[config.mk]
export PLATFORM = sky130hd
export DESIGN_NAME = frac_mac
export DESIGN_NICKNAME = d
export VERILOG_FILES = /design/src/rtl/frac_mac_pkg.sv /design/src/rtl/fm_prod.sv /design/src/rtl/fm_pipe.sv /design/src/rtl/fm_adder.sv /design/src/rtl/fm_select.sv /design/src/rtl/frac_mac.sv
export SDC_FILE = /design/constraint.sdc
export NUM_CORES = 1
export LEC_CHECK = 0
export CAP_MARGIN = 5
export CORE_MARGIN = 8
export CORE_UTILIZATION = 60
export DETAILED_ROUTE_END_ITERATION = 8
export HOLD_SLACK_MARGIN = 0.06
export PLACE_DENSITY = 0.8
export SLEW_MARGIN = 10
export SYNTH_ARGS = -nofsm -noshare
export SYNTH_HDL_FRONTEND = slang
export SYNTH_SLANG_ARGS = --single-unit
[constraint.sdc]
create_clock -name clk -period 5.5 [get_ports clk]
set_input_delay 0.55 -clock clk [delete_from_list [all_inputs] [get_ports clk]]
set_output_delay 0.55 -clock clk [all_outputs]
set_load 0.02 [all_outputs]
[src/rtl/frac_mac_pkg.sv]
package frac_mac_pkg;

  // result source picked in stage 2
  typedef enum logic [1:0] {
    SRC_EXACT    = 2'd0,
    SRC_SATPROD  = 2'd1,
    SRC_CLAMP_HI = 2'd2,
    SRC_CLAMP_LO = 2'd3
  } fm_src_e;

  // two's-complement overflow of x + y (+cin): equal operand signs, sum sign differs
  function automatic logic add_ovf(input logic sx, input logic sy, input logic ss);
    return (sx == sy) && (ss != sx);
  endfunction

endpackage

[src/rtl/fm_prod.sv]
module fm_prod #(
  parameter int W = 16
) (
  input  logic [W-1:0]   opa,
  input  logic [W-1:0]   opb,
  input  logic           op_sub,
  output logic [2*W-1:0] prod_op,
  output logic           mul_ovf
);
  localparam int AW = 2 * W;
  localparam logic [AW-1:0] OVF_PAT = {2'b01, {(AW-2){1'b0}}};

  logic signed [AW-1:0] ext_a;
  logic signed [AW-1:0] ext_b;
  logic signed [AW-1:0] raw;
  logic [AW-1:0]        dbl;

  always_comb begin
    ext_a   = {{W{opa[W-1]}}, opa};
    ext_b   = {{W{opb[W-1]}}, opb};
    raw     = ext_a * ext_b;
    mul_ovf = (raw == OVF_PAT);
    dbl     = {raw[AW-2:0], 1'b0};
    prod_op = op_sub ? ~dbl : dbl;
  end

endmodule

[src/rtl/fm_pipe.sv]
module fm_pipe #(
  parameter int AW = 32
) (
  input  logic          clk,
  input  logic          rst_n,
  input  logic          in_valid,
  input  logic [AW-1:0] d_op,
  input  logic          d_movf,
  input  logic          d_sub,
  output logic          q_valid,
  output logic [AW-1:0] q_op,
  output logic          q_movf,
  output logic          q_sub
);
  logic          valid_nxt;
  logic [AW-1:0] op_nxt;
  logic          movf_nxt;
  logic          sub_nxt;

  always_comb begin
    valid_nxt = in_valid;
    op_nxt    = q_op;
    movf_nxt  = q_movf;
    sub_nxt   = q_sub;
    if (in_valid) begin
      op_nxt   = d_op;
      movf_nxt = d_movf;
      sub_nxt  = d_sub;
    end
  end

  always_ff @(posedge clk or negedge rst_n) begin
    if (!rst_n) begin
      q_valid <= 1'b0;
      q_op    <= '0;
      q_movf  <= 1'b0;
      q_sub   <= 1'b0;
    end else begin
      q_valid <= valid_nxt;
      q_op    <= op_nxt;
      q_movf  <= movf_nxt;
      q_sub   <= sub_nxt;
    end
  end

endmodule

[src/rtl/fm_adder.sv]
module fm_adder
  import frac_mac_pkg::*;
#(
  parameter int AW = 32
) (
  input  logic [AW-1:0] x,
  input  logic [AW-1:0] y,
  input  logic          cin,
  output logic [AW-1:0] sum,
  output logic          ovf
);
  always_comb begin
    sum = x + y + {{(AW-1){1'b0}}, cin};
    ovf = add_ovf(x[AW-1], y[AW-1], sum[AW-1]);
  end

endmodule

[src/rtl/fm_select.sv]
module fm_select
  import frac_mac_pkg::*;
#(
  parameter int AW = 32
) (
  input  logic          mul_ovf,
  input  logic [AW-1:0] sum_exact,
  input  logic          ovf_exact,
  input  logic [AW-1:0] sum_sat,
  input  logic          ovf_sat,
  input  logic          acc_neg,
  output logic [AW-1:0] result,
  output logic          ovf
);
  localparam logic [AW-1:0] MAXV = {1'b0, {(AW-1){1'b1}}};
  localparam logic [AW-1:0] MINV = {1'b1, {(AW-1){1'b0}}};

  fm_src_e src;

  always_comb begin
    ovf = mul_ovf | ovf_exact;
    if (!ovf)                   src = SRC_EXACT;
    else if (mul_ovf && !ovf_sat) src = SRC_SATPROD;
    else if (!acc_neg)          src = SRC_CLAMP_HI;
    else                        src = SRC_CLAMP_LO;

    case (src)
      SRC_EXACT:    result = sum_exact;
      SRC_SATPROD:  result = sum_sat;
      SRC_CLAMP_HI: result = MAXV;
      default:      result = MINV;
    endcase
  end

endmodule

[src/rtl/frac_mac.sv]
module frac_mac #(
  parameter int W = 16
) (
  input  logic             clk,
  input  logic             rst_n,
  input  logic             in_valid,
  input  logic             op_sub,
  input  logic [W-1:0]     opa,
  input  logic [W-1:0]     opb,
  input  logic [2*W-1:0]   acc,
  output logic             out_valid,
  output logic [2*W-1:0]   result,
  output logic             ovf
);
  localparam int AW     = 2 * W;
  localparam int N_ADD  = 2;
  localparam logic [AW-1:0] MAXV = {1'b0, {(AW-1){1'b1}}};

  logic [AW-1:0] s1_op;
  logic          s1_movf;
  logic [AW-1:0] q_op;
  logic          q_movf;
  logic          q_sub;

  logic [AW-1:0] add_y   [N_ADD];
  logic [AW-1:0] add_sum [N_ADD];
  logic          add_of  [N_ADD];

  fm_prod #(.W(W)) u_prod (
    .opa     (opa),
    .opb     (opb),
    .op_sub  (op_sub),
    .prod_op (s1_op),
    .mul_ovf (s1_movf)
  );

  fm_pipe #(.AW(AW)) u_pipe (
    .clk      (clk),
    .rst_n    (rst_n),
    .in_valid (in_valid),
    .d_op     (s1_op),
    .d_movf   (s1_movf),
    .d_sub    (op_sub),
    .q_valid  (out_valid),
    .q_op     (q_op),
    .q_movf   (q_movf),
    .q_sub    (q_sub)
  );

  // lane 0: doubled product, lane 1: clamped product
  assign add_y[0] = q_op;
  assign add_y[1] = q_sub ? ~MAXV : MAXV;

  for (genvar k = 0; k < N_ADD; k++) begin : g_add
    fm_adder #(.AW(AW)) u_add (
      .x   (acc),
      .y   (add_y[k]),
      .cin (q_sub),
      .sum (add_sum[k]),
      .ovf (add_of[k])
    );
  end

  fm_select #(.AW(AW)) u_sel (
    .mul_ovf   (q_movf),
    .sum_exact (add_sum[0]),
    .ovf_exact (add_of[0]),
    .sum_sat   (add_sum[1]),
    .ovf_sat   (add_of[1]),
    .acc_neg   (acc[AW-1]),
    .result    (result),
    .ovf       (ovf)
  );

endmodule

==> run metrics <==
post-DR wirelength/cell about 24 um; critical path's slowest cell fa_1; Post-Place Cells between 2000 and 2500; clk sinks 34; Synth async-reset ratio 1.000; grt ovf 0; CP Class in2reg; H-tree Lvls 2; Crit path largest cell delay just over 800 ps; Crit path depth 26; CORE AREA around 25000 um2; main flop type after synthesis dfrtp_1; Die W around 170 um; clock buffer depth 2; Layout Cells excl Fill roughly 2400; TritonCTS clock tree built; Clock Pin Slew Worst Setup and Hold Paths ~50 ps; CP top delay family adder cells; Fillers around 1400; share of post-route cells with drive strength above 1 0.2511; final hold violation count 0; Post-synth EDFFs 0; Worst setup SP type primary input; Worst Setup SP opa[1]; xor/xnor cell area share of the yosys netlist 0.06733; Initial Util 0.6040; Final Max Slew Viols 0; crit path max fanout 9; commonest cells after routing, fill and taps aside inv_1 (278), fa_1 (239), buf_4 (207); Critical Path RT 5710 ps; total CTS buffers 5; Synth Net Count 2223; r2r setup slk 4470 ps; worst slew pin tran around 1100 ps; Period minus WS final just under 7000 ps; cells after synthesis between 1500 and 2000; worst reg2reg path startpoint u_pipe.q_op[0]; synthesized area per cell between 8 and 9 um2; Synth warnings 0; Routed WL roughly 57 mm; Worst Path Arrival 7050 ps; largest net degree at the start of global routing 65; DR DRC count 0; clk root buf clkbuf_16; Period Utilization, post-route 1.244; Yosys reg bits 34; Die ar. approximately 30000 um2; drt first pass iters 7; vias in the first global route around 16000; RR Endpoint u_pipe.q_op[0]; Top-Level Pins around 100; number of DRC markers in iteration 0 slightly below 2000; adder-cell share of the synthesized area 0.4729; main combinational cell family by area after synthesis adder cells; hpwl dp roughly 34 mm; crit path to u_pipe.q_movf; gr usage total 0.3232; total number of vias roughly 15000; # Max-Cap Violations 0; area share of and/or/nand/nor cells after synthesis 0.1617; vias per cell 6.381; Die Ht 174.3 um; commonest non-fill, non-tap cell in the layout inv_1; Post-Route Skew 0 ps; final worst slack -1343 ps; nets@finish around 2500; Layout area overhead 31.89%; global-route wire length before repair 78.96 mm; f_max approximately 0.15 GHz; hold slack 539.1 ps; final non-filler cell area between 15000 and 20000 um2; hold crit path type reg2reg; GP Congestion about 0.95; reg2reg path depth 3; Rel. slew slack 0.2936; outcome finished, violations left; ANT nets after route 0; hold_sp u_pipe.q_op[28]; RSZ-0062 raised after global routing true; dpl cell area 18060 um2; initial antenna violation count 4; post-synthesis compound-gate area fraction 0.1442; final setup fails 22; failing checks negative setup slack; clock latency on the worst-skew pair 280 ps; synth unique cells 77; synthesized area around 15000 um2; mux cell area share after synthesis 0.004328; Rows 58; Crit. End Element flop; Seq/Total Area, Yosys 0.05660; worst path bufs/invs 9; # port buffers between 100 and 150
layout make-up:
| cell class | count | area [um2] | share of cell area |
|---|---|---|---|
| Clock inverter | 1 | 30.03 | 0.001514 |
| Tap cell | 330 | 412.9 | 0.02082 |
| Sequential cell | 34 | 850.8 | 0.04291 |
| Antenna cell | 5 | 12.51 | 0.0006310 |
| Clock buffer | 7 | 132.6 | 0.006689 |
| Multi-Input combinational cell | 1346 | 13680 | 0.6898 |
| Inverter | 309 | 1160 | 0.05850 |
| Timing Repair Buffer | 370 | 3551 | 0.1791 |
synth_stat cells (3+ instances only):
master / instances / area share
a211oi_1: 6 / 0.0030
a21oi_1: 103 / 0.034
nand3_1: 17 / 0.0057
o21ai_0: 46 / 0.015
and3_1: 8 / 0.0033
o221ai_1: 25 / 0.015
or3_1: 4 / 0.0017
a21o_1: 33 / 0.016
o2111ai_1: 4 / 0.0023
o211a_1: 3 / 0.0020
buf_1: 6 / 0.0015
clkbuf_1: 42 / 0.010
inv_1: 309 / 0.077
xor2_1: 43 / 0.025
nand2b_1: 19 / 0.0079
o211ai_1: 16 / 0.0080
o311ai_0: 4 / 0.0023
o211ai_2: 3 / 0.0025
o31a_1: 3 / 0.0017
o21a_1: 11 / 0.0055
dfrtp_1: 34 / 0.057
mux2_2: 4 / 0.0030
xnor2_1: 70 / 0.041
nor2_1: 83 / 0.021
a211o_1: 10 / 0.0058
o21ai_1: 4 / 0.0013
o21bai_1: 5 / 0.0025
buf_2: 6 / 0.0020
nand2_1: 179 / 0.045
or2_2: 5 / 0.0021
fa_1: 264 / 0.35
a31oi_1: 6 / 0.0025
nor2b_1: 8 / 0.0033
ha_1: 145 / 0.12
nand4_1: 10 / 0.0042
a21boi_0: 5 / 0.0025
o31ai_1: 4 / 0.0020
and2_1: 135 / 0.056
nor3_1: 15 / 0.0050
worst register-to-register path, delay by kind of cell, from the launching register on:
kind | cells | cell delay, ps
DFF | 1 | 390
AOI/OAI and AO/OA | 1 | 130
buffers and inverters | 2 | 360
flip-flops by register name (all words and copies together) (netlist names):
signal and cells:
u_pipe.q_valid 1, u_pipe.q_op 32, u_pipe.q_movf 1
how the worst min path moves through the flow:
stage                      endpoint  cells past startpoint
floorplan             u_pipe.q_movf                      0
global placement    u_pipe.q_op[28]                      2
detailed placement  u_pipe.q_op[21]                      1
CTS                 u_pipe.q_op[21]                      1
global route        u_pipe.q_op[21]                      1
finish              u_pipe.q_op[28]                      2
cells by family (layout without fill, tap and decap cells):
family,count (synthesis),after routing
AO/OA/AOI/OAI,320,320
XOR/XNOR,114,114
other,0,5
flip-flops,34,34
multiplexers,6,6
buffers and inverters,366,687
AND/OR/NAND/NOR,496,496
adder cells (fa/ha/maj),410,410
through the flow:
| step | setup TNS, ps | utilization | setup slack [ps] |
|---|---|---|---|
| floorplan | -2343 | - | -523.1 |
| global placement | -18990 | 0.7257 | -1238 |
| detailed placement | -20820 | 0.7257 | -1380 |
| CTS | -7115 | 0.7762 | -659.9 |
| global route | -19530 | 0.7963 | -1399 |
| finish | -18000 | 0.7966 | -1343 |
per-layer routing:
metal / GRT usage / vias up / wire length (um)
met5: 0 / - / 30
met4: 0.1792 / 2 / 4692
met3: 0.07746 / 472 / 6725
met2: 0.5337 / 1213 / 26590
met1: 0.3830 / 7336 / 19100
li1: - / 6303 / -
what timing repair did:
item	in CTS	in global routing
setup endpoints to repair	22	54
pin swaps	126	83
setup buffers	47	28
resized for setup	231	127
hold buffers	0	0
cloned	13	1
Power is not shown: default switching activity piles up to over one toggle a cycle in this logic, so the estimate is an artifact.
